`src/rtl/lcd_init_pkg.sv`:
```
package lcd_init_pkg;

  typedef enum logic [1:0] {
    OP_WRITE = 2'd0,
    OP_INDEX = 2'd1,
    OP_DELAY = 2'd2,
    OP_END   = 2'd3
  } stepOpE;

  typedef struct packed {
    stepOpE      op;
    logic [7:0]  regIdx;
    logic [15:0] value;   // data word, or pause length in ms
  } stepT;

  typedef enum logic [1:0] {
    TMR_RESET = 2'd0,
    TMR_STEP  = 2'd1,
    TMR_OFF   = 2'd2
  } timerSelE;

  typedef struct packed {
    logic     ptrClr;
    logic     ptrInc;
    logic     timerArm;
    timerSelE timerSel;
  } ctrlStrobeT;

  localparam int STEP_COUNT = 45;

  function automatic stepT mkWrite(input logic [7:0] r, input logic [15:0] v);
    stepT s;
    s.op = OP_WRITE; s.regIdx = r; s.value = v;
    return s;
  endfunction

  function automatic stepT mkIndex(input logic [7:0] r);
    stepT s;
    s.op = OP_INDEX; s.regIdx = r; s.value = 16'h0000;
    return s;
  endfunction

  function automatic stepT mkPause(input logic [15:0] ms);
    stepT s;
    s.op = OP_DELAY; s.regIdx = 8'h00; s.value = ms;
    return s;
  endfunction

  function automatic stepT mkEnd();
    stepT s;
    s.op = OP_END; s.regIdx = 8'h00; s.value = 16'h0000;
    return s;
  endfunction

  // Power-up program; the order of entries is the behaviour.
  function automatic stepT stepAt(input logic [7:0] idx);
    case (idx)
      8'd0:  return mkWrite(8'h10, 16'h4444);
      8'd1:  return mkWrite(8'h11, 16'h0001);
      8'd2:  return mkWrite(8'h12, 16'h0003);
      8'd3:  return mkWrite(8'h13, 16'h1119);
      8'd4:  return mkWrite(8'h12, 16'h0013);
      8'd5:  return mkPause(16'd50);
      8'd6:  return mkWrite(8'h10, 16'h4440);
      8'd7:  return mkWrite(8'h13, 16'h3119);
      8'd8:  return mkPause(16'd150);
      8'd9:  return mkWrite(8'h01, 16'h101B);
      8'd10: return mkWrite(8'h02, 16'h0700);
      8'd11: return mkWrite(8'h03, 16'h6020);
      8'd12: return mkWrite(8'h04, 16'h0000);
      8'd13: return mkWrite(8'h05, 16'h0000);
      8'd14: return mkWrite(8'h08, 16'h0102);
      8'd15: return mkWrite(8'h09, 16'h0000);
      8'd16: return mkWrite(8'h0B, 16'h4400);
      8'd17: return mkWrite(8'h0C, 16'h0110);
      8'd18: return mkWrite(8'h40, 16'h0000);
      8'd19: return mkWrite(8'h41, 16'h0000);
      8'd20: return mkWrite(8'h42, {8'd219, 8'h00});
      8'd21: return mkWrite(8'h43, 16'h0000);
      8'd22: return mkWrite(8'h44, {8'd175, 8'h00});
      8'd23: return mkWrite(8'h45, {8'd219, 8'h00});
      8'd24: return mkWrite(8'h30, 16'h0000);
      8'd25: return mkWrite(8'h31, 16'h0704);
      8'd26: return mkWrite(8'h32, 16'h0107);
      8'd27: return mkWrite(8'h33, 16'h0704);
      8'd28: return mkWrite(8'h34, 16'h0107);
      8'd29: return mkWrite(8'h35, 16'h0002);
      8'd30: return mkWrite(8'h36, 16'h0707);
      8'd31: return mkWrite(8'h37, 16'h0503);
      8'd32: return mkWrite(8'h38, 16'h0000);
      8'd33: return mkWrite(8'h39, 16'h0000);
      8'd34: return mkWrite(8'h21, 16'd175);
      8'd35: return mkWrite(8'h0C, 16'h0110);
      8'd36: return mkWrite(8'h10, 16'h4740);
      8'd37: return mkWrite(8'h07, 16'h0045);
      8'd38: return mkPause(16'd50);
      8'd39: return mkWrite(8'h07, 16'h0065);
      8'd40: return mkWrite(8'h07, 16'h0067);
      8'd41: return mkPause(16'd50);
      8'd42: return mkWrite(8'h07, 16'h0077);
      8'd43: return mkIndex(8'h22);
      default: return mkEnd();
    endcase
  endfunction

endpackage

```
`src/rtl/lcd_init_dp.sv`:
```
module lcd_init_dp
  import lcd_init_pkg::*;
#(
  parameter int CLKS_PER_MS  = 1000,
  parameter int RESET_MS     = 10,
  parameter int OFF_MS       = 20,
  parameter int MAX_PAUSE_MS = 255
) (
  input  logic       clk,
  input  logic       rstN,
  input  ctrlStrobeT strb,
  output stepT       curStep,
  output logic       timerZero
);

  localparam int PTR_W       = $clog2(STEP_COUNT);
  localparam int MAX_MS_A    = (RESET_MS > OFF_MS) ? RESET_MS : OFF_MS;
  localparam int MAX_MS      = (MAX_MS_A > MAX_PAUSE_MS) ? MAX_MS_A : MAX_PAUSE_MS;
  localparam int TIMER_W     = $clog2(MAX_MS * CLKS_PER_MS + 1);
  localparam int RESET_LIMIT = RESET_MS * CLKS_PER_MS;
  localparam int OFF_LIMIT   = OFF_MS * CLKS_PER_MS;

  logic [PTR_W-1:0]   stepPtr;
  logic [TIMER_W-1:0] remaining;
  logic [TIMER_W-1:0] limitSel;

  // Step pointer into the program table
  always_ff @(posedge clk or negedge rstN) begin
    if (!rstN)            stepPtr <= '0;
    else if (strb.ptrClr) stepPtr <= '0;
    else if (strb.ptrInc) stepPtr <= stepPtr + PTR_W'(1);
  end

  always_comb curStep = stepAt(8'(stepPtr));

  // Wait length for the armed timer
  always_comb begin
    case (strb.timerSel)
      TMR_STEP: limitSel = TIMER_W'(32'(curStep.value) * CLKS_PER_MS);
      TMR_OFF:  limitSel = TIMER_W'(OFF_LIMIT);
      default:  limitSel = TIMER_W'(RESET_LIMIT);
    endcase
  end

  // Down-counter: a state armed with limit N is held exactly N cycles
  always_ff @(posedge clk or negedge rstN) begin
    if (!rstN)                remaining <= '0;
    else if (strb.timerArm)   remaining <= limitSel - TIMER_W'(1);
    else if (remaining != '0) remaining <= remaining - TIMER_W'(1);
  end

  assign timerZero = (remaining == '0);

  assert_ptr_in_table_R4: assert property (@(posedge clk) disable iff (!rstN)
    32'(stepPtr) < STEP_COUNT);

  assert_pause_fits_R5: assert property (@(posedge clk) disable iff (!rstN)
    (strb.timerArm && strb.timerSel == TMR_STEP) |->
      (curStep.op == OP_DELAY && 32'(curStep.value) <= MAX_PAUSE_MS && curStep.value != 16'd0));

  assert_arm_only_when_idle_timer_R2: assert property (@(posedge clk) disable iff (!rstN)
    (strb.timerArm && strb.timerSel == TMR_RESET && !strb.ptrClr) |-> timerZero);

endmodule

```
`src/rtl/lcd_init_ctrl.sv`:
```
module lcd_init_ctrl
  import lcd_init_pkg::*;
(
  input  logic        clk,
  input  logic        rstN,
  input  logic        start,
  input  logic        stop,
  input  logic        msgDone,
  input  stepT        curStep,
  input  logic        timerZero,
  output ctrlStrobeT  strb,
  output logic        msgValid,
  output logic        msgKind,
  output logic [15:0] msgWord,
  output logic        panelRstN,
  output logic        ctrlClkEn,
  output logic        streamEn,
  output logic        ready
);

  typedef enum logic [3:0] {
    S_IDLE     = 4'd0,
    S_RST_LOW  = 4'd1,
    S_RST_HIGH = 4'd2,
    S_FETCH    = 4'd3,
    S_SEND_IDX = 4'd4,
    S_SEND_DAT = 4'd5,
    S_PAUSE    = 4'd6,
    S_RUN      = 4'd7,
    S_OFF      = 4'd8
  } seqStateE;

  seqStateE state, stateNext;

  always_ff @(posedge clk or negedge rstN) begin
    if (!rstN) state <= S_IDLE;
    else       state <= stateNext;
  end

  always_comb begin
    stateNext     = state;
    strb.ptrClr   = 1'b0;
    strb.ptrInc   = 1'b0;
    strb.timerArm = 1'b0;
    strb.timerSel = TMR_RESET;
    case (state)
      S_RST_LOW: if (timerZero) begin
        stateNext     = S_RST_HIGH;
        strb.timerArm = 1'b1;
      end
      S_RST_HIGH: if (timerZero) stateNext = S_FETCH;
      S_FETCH: begin
        case (curStep.op)
          OP_WRITE, OP_INDEX: stateNext = S_SEND_IDX;
          OP_DELAY: begin
            stateNext     = S_PAUSE;
            strb.timerArm = 1'b1;
            strb.timerSel = TMR_STEP;
          end
          default: stateNext = S_RUN;
        endcase
      end
      S_SEND_IDX: if (msgDone) begin
        if (curStep.op == OP_WRITE) stateNext = S_SEND_DAT;
        else begin
          stateNext   = S_FETCH;
          strb.ptrInc = 1'b1;
        end
      end
      S_SEND_DAT: if (msgDone) begin
        stateNext   = S_FETCH;
        strb.ptrInc = 1'b1;
      end
      S_PAUSE: if (timerZero) begin
        stateNext   = S_FETCH;
        strb.ptrInc = 1'b1;
      end
      S_OFF: if (timerZero) stateNext = S_IDLE;
      default: ;
    endcase

    // Shutdown: streaming off now, controller clock after the drain wait
    if (stop && state != S_IDLE && state != S_OFF) begin
      stateNext     = S_OFF;
      strb.ptrInc   = 1'b0;
      strb.timerArm = 1'b1;
      strb.timerSel = TMR_OFF;
    end

    // Restart has priority over everything
    if (start) begin
      stateNext     = S_RST_LOW;
      strb.ptrClr   = 1'b1;
      strb.ptrInc   = 1'b0;
      strb.timerArm = 1'b1;
      strb.timerSel = TMR_RESET;
    end
  end

  assign msgValid  = (state == S_SEND_IDX) || (state == S_SEND_DAT);
  assign msgKind   = (state == S_SEND_DAT);
  assign msgWord   = (state == S_SEND_DAT) ? curStep.value : {8'h00, curStep.regIdx};
  assign panelRstN = (state != S_IDLE) && (state != S_RST_LOW);
  assign ctrlClkEn = (state != S_IDLE);
  assign streamEn  = (state == S_RUN);
  assign ready     = (state == S_RUN);

  assert_msg_hold_R3: assert property (@(posedge clk) disable iff (!rstN)
    (msgValid && !msgDone && !start && !stop) |=>
      (msgValid && $stable(msgWord) && $stable(msgKind)));

  assert_data_follows_index_R3: assert property (@(posedge clk) disable iff (!rstN)
    (msgValid && !msgKind && msgDone && curStep.op == OP_WRITE && !start && !stop) |=>
      (msgValid && msgKind));

  assert_quiet_in_reset_R2: assert property (@(posedge clk) disable iff (!rstN)
    !panelRstN |-> !msgValid);

  assert_stream_quiet_R8: assert property (@(posedge clk) disable iff (!rstN)
    streamEn |-> !msgValid);

  assert_stop_drops_stream_R9: assert property (@(posedge clk) disable iff (!rstN)
    (stop && !start) |=> (!streamEn && !ready && !msgValid));

  assert_start_restarts_R10: assert property (@(posedge clk) disable iff (!rstN)
    start |=> (!panelRstN && ctrlClkEn && !ready && !msgValid));

  assert_clk_drop_after_drain_R9: assert property (@(posedge clk) disable iff (!rstN)
    $fell(ctrlClkEn) |-> ($past(state) == S_OFF && !panelRstN));

endmodule

```
`src/rtl/lcd_init_seq.sv`:
```
module lcd_init_seq
  import lcd_init_pkg::*;
#(
  parameter int CLKS_PER_MS  = 1000,
  parameter int RESET_MS     = 10,
  parameter int OFF_MS       = 20,
  parameter int MAX_PAUSE_MS = 255
) (
  input  logic        clk,
  input  logic        rstN,
  input  logic        start,
  input  logic        stop,
  input  logic        msgDone,
  output logic        msgValid,
  output logic        msgKind,
  output logic [15:0] msgWord,
  output logic        panelRstN,
  output logic        ctrlClkEn,
  output logic        streamEn,
  output logic        ready
);

  ctrlStrobeT strb;
  stepT       curStep;
  logic       timerZero;

  lcd_init_ctrl i_ctrl (
    .clk       (clk),
    .rstN      (rstN),
    .start     (start),
    .stop      (stop),
    .msgDone   (msgDone),
    .curStep   (curStep),
    .timerZero (timerZero),
    .strb      (strb),
    .msgValid  (msgValid),
    .msgKind   (msgKind),
    .msgWord   (msgWord),
    .panelRstN (panelRstN),
    .ctrlClkEn (ctrlClkEn),
    .streamEn  (streamEn),
    .ready     (ready)
  );

  lcd_init_dp #(
    .CLKS_PER_MS  (CLKS_PER_MS),
    .RESET_MS     (RESET_MS),
    .OFF_MS       (OFF_MS),
    .MAX_PAUSE_MS (MAX_PAUSE_MS)
  ) i_dp (
    .clk       (clk),
    .rstN      (rstN),
    .strb      (strb),
    .curStep   (curStep),
    .timerZero (timerZero)
  );

endmodule

```
`config.mk`:
```
export PLATFORM = sky130hd
export DESIGN_NAME = lcd_init_seq
export DESIGN_NICKNAME = d
export VERILOG_FILES = /design/src/rtl/lcd_init_pkg.sv /design/src/rtl/lcd_init_dp.sv /design/src/rtl/lcd_init_ctrl.sv /design/src/rtl/lcd_init_seq.sv
export SDC_FILE = /design/constraint.sdc
export NUM_CORES = 1
export LEC_CHECK = 0
export BUFFER_PORTS_ARGS = -buffer_cell sky130_fd_sc_hd__buf_2
export CAP_MARGIN = 20
export CORE_MARGIN = 10
export CORE_UTILIZATION = 60
export CTS_CLUSTER_DIAMETER = 200
export DETAILED_ROUTE_END_ITERATION = 7
export HOLD_SLACK_MARGIN = 0.03
export PLACE_DENSITY = 0.78
export SETUP_SLACK_MARGIN = 0.3
export SLEW_MARGIN = 20
export SYNTH_ARGS = -nofsm -noshare
export SYNTH_HDL_FRONTEND = slang
export SYNTH_SLANG_ARGS = --single-unit
```
`constraint.sdc`:
```
create_clock -name clk -period 18 [get_ports clk]
set_clock_uncertainty 0.1 [all_clocks]
set_input_delay 3.6 -clock clk [delete_from_list [all_inputs] [get_ports clk]]
set_output_delay 3.6 -clock clk [all_outputs]
set_load 0.02 [all_outputs]
```
**Word-level counts from Yosys, hierarchy flattened**

Memories as Yosys holds them, arrays and structs flattened.
Cells that the tools add are included.
W data, S select, Z words.

- Output and inout bits: 22
- Bits of input ports: 5
- Memories kept: 1
- Bits in registers: 28
- Logic and storage cells: 67
- ROM bits: 1600

Memories:

| name | depth | bits a word | read ports | clocked after Yosys merged registers in | write ports | line | text |
|---|---|---|---|---|---|---|---|
| (no name shown) | 64 | 25 | 1 | 0 | 0 | lcd_init_pkg.sv:57 | `case (idx)` |

- Equal/unequal tests: 19
- $mul: 1
- Reduce and logical (&&, ||, !) cells: 14
- Mux-type cells: 26
- Add/subtract/negate cells: 3

Operators by type and width:

| cell | count |
|---|---|
| $mux W18 | 2 |
| $pmux W18 S2 | 1 |
| $sub A18 B1 Y18 const B | 2 |
| $mux W4 | 8 |
| $pmux W4 S6 | 1 |
| $logic_not A18 Y1 | 1 |
| $reduce_bool A18 Y1 | 1 |
| $eq A4 B3 Y1 const B | 4 |
| $mul A16 B7 Y15 const B | 1 |
| $mux W16 | 1 |
| $mux W6 | 2 |
| $eq A4 B2 Y1 const B | 2 |
| $ne A4 B1 Y1 const B | 2 |
| $ne A4 B2 Y1 const B | 2 |
| $ne A4 B3 Y1 const B | 2 |
| $reduce_bool A8 Y1 | 1 |
| $add A6 B1 Y6 const B | 1 |
| $mux W3 | 2 |
| $reduce_and A6 Y1 | 1 |
| $mux W5 | 1 |
| $eq A2 B1 Y1 const B | 2 |
| $eq A2 B2 Y1 const B | 2 |
| $eq A4 B1 Y1 const B | 1 |
| $eq A4 B4 Y1 const B | 1 |
| 12 further kinds | 19 |

**Longest topological paths before layout**

An unclocked memory read counts as a cell.

- Depth in word-level cells: 11
- Gate-level depth with buffers: 28
- Depth with buffers taken out: 26

**Hierarchy**

From an unflattened synthesis, not the netlist that was laid out.

- Cells, all modules: 611
- Area total of the unflattened synthesis: 4883.4 sq um

By module, submodules not included:

| module | sequential area each (sq um) | area an instance (sq um) | instances | cells an instance |
|---|---|---|---|---|
| lcd_init_dp | 600.6 | 4239.1 | 1 | 535 |
| lcd_init_ctrl | 100.1 | 644.4 | 1 | 76 |

**Worst setup path after synthesis**

OpenSTA, ideal clock, no wires.

- Path type: reg2reg
- Start point: reg i_dp.stepPtr[2]
- End point: reg i_dp.remaining[17]
- Clock period less this slack: 7.156 ns
- Cell stages (with the launch flop): 26
- Data required time: 17.780 ns
- Setup slack: 10.844 ns
- Data arrival time: 6.936 ns
- Buffers on the path: 4
- Setup time: 0.120 ns
- Path through: dfrtp_1 buf_6 buf_2 inv_1 clkbuf_1 ha_1 nor3_1 a211o_1 o21ai_0 fa_1 inv_1 fa_1 fa_1 inv_1 fa_1 ha_1 clkbuf_1 nand2_1 a21bo_2 a31o_2 a31oi_1 o211ai_1 or4_4 nor4_4 a21oi_1 o211a_1

- Longest elaborated chain between the ends: 10
- Elaborated cells between the ends (all ways): 14
- Those cells by class: add/sub (1); mul (1); eq/ne (3); mux (7); reduce/logical (1); memory (1)

Ends and longest elaborated chain:

| item | line | text |
|---|---|---|
| from (decl) | lcd_init_dp.sv:23 | `logic [PTR_W-1:0] stepPtr;` |
| from (signal assigned) | lcd_init_dp.sv:31 | `else if (strb.ptrInc) stepPtr <= stepPtr + PTR_W'(1);` |
| $mem_v2 Z64 W25 * | -- |  |
| parallel branches: the longest is 9 deep, another holds $sub A18 B1 Y18 | -- |  |
| to (signal assigned) | lcd_init_dp.sv:48 | `else if (strb.timerArm) remaining <= limitSel - TIMER_W'(1);` |
| to (signal assigned) | lcd_init_dp.sv:49 | `else if (remaining != '0) remaining <= remaining - TIMER_W'(1);` |
| to (decl) | lcd_init_dp.sv:24 | `logic [TIMER_W-1:0] remaining;` |

Mark *: on every way between the ends.
A chain may end at the register's enable or synchronous reset.

**Worst setup path after layout**

Ends and elaborated chain as after synthesis.

==> out/metrics.cfg <==
[clock_network]
cts_num_sinks=28
cts_buffer_depth=2
post_cts_buffers=0
numCtsBuffers=3
htree_levels=1
clockRootBuffer=clkbuf_8
cts_tree=built
cts.repair.resized=0
cts_hold_buf=0
clkLatencyLatePin_ns=0.29
path_clk_slew_ns=0.11

[setup_path]
critPathRequiredTime_ns=18.09
start_kind=register
reg2reg_depth=22
crit_fanout=50
r2r-end=i_dp.remaining[17]
r2r_start=i_dp.stepPtr[2]
path_class=reg -> reg
arrival_ns=7.55
regToRegSetupSlack_ns=10.54
cp-end-kind=register

[grt]
grt_start_max_net_pins=51
grt_first_pass_wirelength_mm=22.74
track_usage=0.2126
grt_pass1_vias=4651
overflow=0
antenna_found_initial=0

[timing]
setup-violations-final=0
fmax_mhz=134.0
tns_ns=0
post-route-min-period_ns=7.461
hold_viol_final=0
worstMarginPinSlew_ns=1.050
slew_headroom=0.2946
drv_slew=0
worst_slack_ns=10.54
period_share=0.4145
rsz0062_at_grt=false

[floorplanning]
die_h_um=111.2
coreArea_um2=8175
dieArea_um2=12370
placementRows=33
die_w_um=111.2
ios=27
initial_core_util=0.6108

[drt]
num_vias=4804
drc=0
wl_per_cell_um=17.93
drt_wl_total_mm=13.36
avgViaCountPerCell=6.448
first_pass_iters=7
ant_nets=0
drtIter0Drc=406

[synth]
syn-num-nets=720
synthArstFlopShare=1.000
yosys.area.top_type=dfrtp_1
seq_area_frac_synth=0.1403
synth_top_area_frac=0.1403
synth_commonest_cells=81 x nor2_1, 61 x inv_1, 46 x nand2_1
synth_most_common_cell=nor2_1
synthTopCellsByArea=dfrtp_1 14%, fa_1 14%, ha_1 10%
synth_cell_types=81
synth_flop_cell=dfrtp_1
syn-cell-area_um2=4994
ys_ff_latch=28
synth_edf_count=0
yosysWarnings=0
avgSynthCellArea_um2=7.802
syn_inst=640

[place]
port_buffers=26
placedCellCount=741
dp_hpwl_mm=10.43
gp_congestion=0.9561
placed_cell_area_um2=5130
pre_cts_ws_ns=10.53

[cells_and_area]
fin_area_um2=5185
antenna-diode-count=0
layoutNonFillerInstCount=745
nets=721
seq_area_um2=700.7
fillers=718
multi_input_area_um2=3860
area_delta_synth_final_pct=3.834
drive_gt1_frac=0.09688

[min_path]
min_from=i_dp.remaining[0]
hold-path-endpoint=i_dp.remaining[0]
hp-class=reg -> reg
holdPathStages=1

[power]
p_sw_uw=71.26
internal_power_uw=114.9
pwr_density_cell_nw_per_um2=35.90
switching_share=0.3828
power_frac_comb=0.337
pwr-share-seq=0.444
clkPwrFrac=0.219
leakage_uw=0.002299
vdd_ir_drop_max_mv=0.03957

[run]
maxCapViolCount=0

[status]
outcome=completed

flip-flops by register name (all words and copies together) (netlist names):
signal	flops
i_ctrl.state	4
i_dp.remaining	18
i_dp.stepPtr	6
power groups by stage:
stage | Clock (µW) | Combinational (µW) | Sequential (µW)
2_1_floorplan | 0 | 49.5 | 78.6
3_3_place_gp | 0 | 60.2 | 83.2
3_5_place_dp | 0 | 61.4 | 83.4
4_1_cts | 41.2 | 61.6 | 82.3
5_1_grt | 43.2 | 69.6 | 84.5
6_report | 40.7 | 62.7 | 82.7
area by class of cell:
cell class | instances | share of cell area
Clock buffer | 4 | 0.01062
Inverter | 64 | 0.04633
Multi-Input combinational cell | 509 | 0.7444
Sequential cell | 28 | 0.1351
Tap cell | 105 | 0.02534
Timing Repair Buffer | 35 | 0.03813
logic make-up (layout without fill, tap and decap cells):
family / Yosys count / in the layout / synth area share
AO/OA/AOI/OAI: 178 / 178 / 0.2383
XOR/XNOR: 25 / 25 / 0.04660
adder cells (fa/ha/maj): 75 / 75 / 0.2405
buffers and inverters: 103 / 103 / 0.08670
flip-flops: 28 / 28 / 0.1403
multiplexers: 12 / 12 / 0.02606
AND/OR/NAND/NOR: 219 / 219 / 0.2215
layer usage:
layer,vias up,global-route usage,share of wire
met3,35,0.04383,0.074
met5,-,0,0
met2,201,0.3509,0.47
met1,2305,0.2748,0.42
li1,2263,-,-
met4,0,0.05398,0.027
critical path, stage by stage, from the launching register on:
cell      delay [ns]
dfrtp_1         0.37
buf_4           0.28
inv_1           0.34
ha_1            0.30
nor3_1          0.08
a211o_1         0.32
o21ai_0         0.69
fa_1            0.55
inv_1           0.10
fa_1            0.43
fa_1            0.55
inv_1           0.06
fa_1            0.48
ha_1            0.44
nand2_1         0.13
a21bo_2         0.25
a31o_2          0.25
a31oi_1         0.24
o211ai_1        0.17
or4_4           0.59
nor4_4          0.28
a21oi_1         0.11
o211a_1         0.24
metrics by stage:
| step | power (µW) | hold WS (ns) | util |
|---|---|---|---|
| 2_1_floorplan | 128.1 | 0.4011 | - |
| 3_3_place_gp | 143.4 | 0.4396 | 0.6275 |
| 3_5_place_dp | 144.8 | 0.4402 | 0.6275 |
| 4_1_cts | 185.2 | 0.4612 | 0.6342 |
| 5_1_grt | 197.2 | 0.5288 | 0.6342 |
| 6_report | 186.1 | 0.4686 | 0.6342 |
worst max-delay path by stage:
stage / cells after the start / end / start / slack (ns)
after floorplan: 25 / i_dp.remaining[17] / i_dp.stepPtr[2] / 10.84
after global placement: 21 / i_dp.remaining[17] / i_dp.stepPtr[2] / 10.80
after detailed placement: 21 / i_dp.remaining[17] / i_dp.stepPtr[1] / 10.53
after CTS: 22 / i_dp.remaining[17] / i_dp.stepPtr[0] / 10.53
after global routing: 22 / i_dp.remaining[17] / i_dp.stepPtr[0] / 9.94
final: 22 / i_dp.remaining[17] / i_dp.stepPtr[2] / 10.54
layout by cell type, fill, tap and decap left out, drive strengths merged, types with 4 or more instances in the layout:
| master | n |
|---|---|
| nor2 | 81 |
| inv | 61 |
| nand2 | 47 |
| o21ai | 46 |
| a21oi | 43 |
| ha | 40 |
| fa | 35 |
| buf | 35 |
| dfrtp | 28 |
| nor3 | 21 |
| nand3 | 14 |
| xnor2 | 13 |
| a211oi | 12 |
| nor4 | 12 |
| xor2 | 11 |
| nor2b | 9 |
| nand2b | 7 |
| o22ai | 7 |
| mux2i | 7 |
| a21o | 7 |
| a31oi | 7 |
| o31ai | 5 |
| mux2 | 5 |
| a221oi | 4 |
| and2 | 4 |
| or3 | 4 |
| o2111ai | 4 |
| clkbuf | 4 |
| or4 | 4 |
Note: power is estimated with default switching activity, not from simulation.
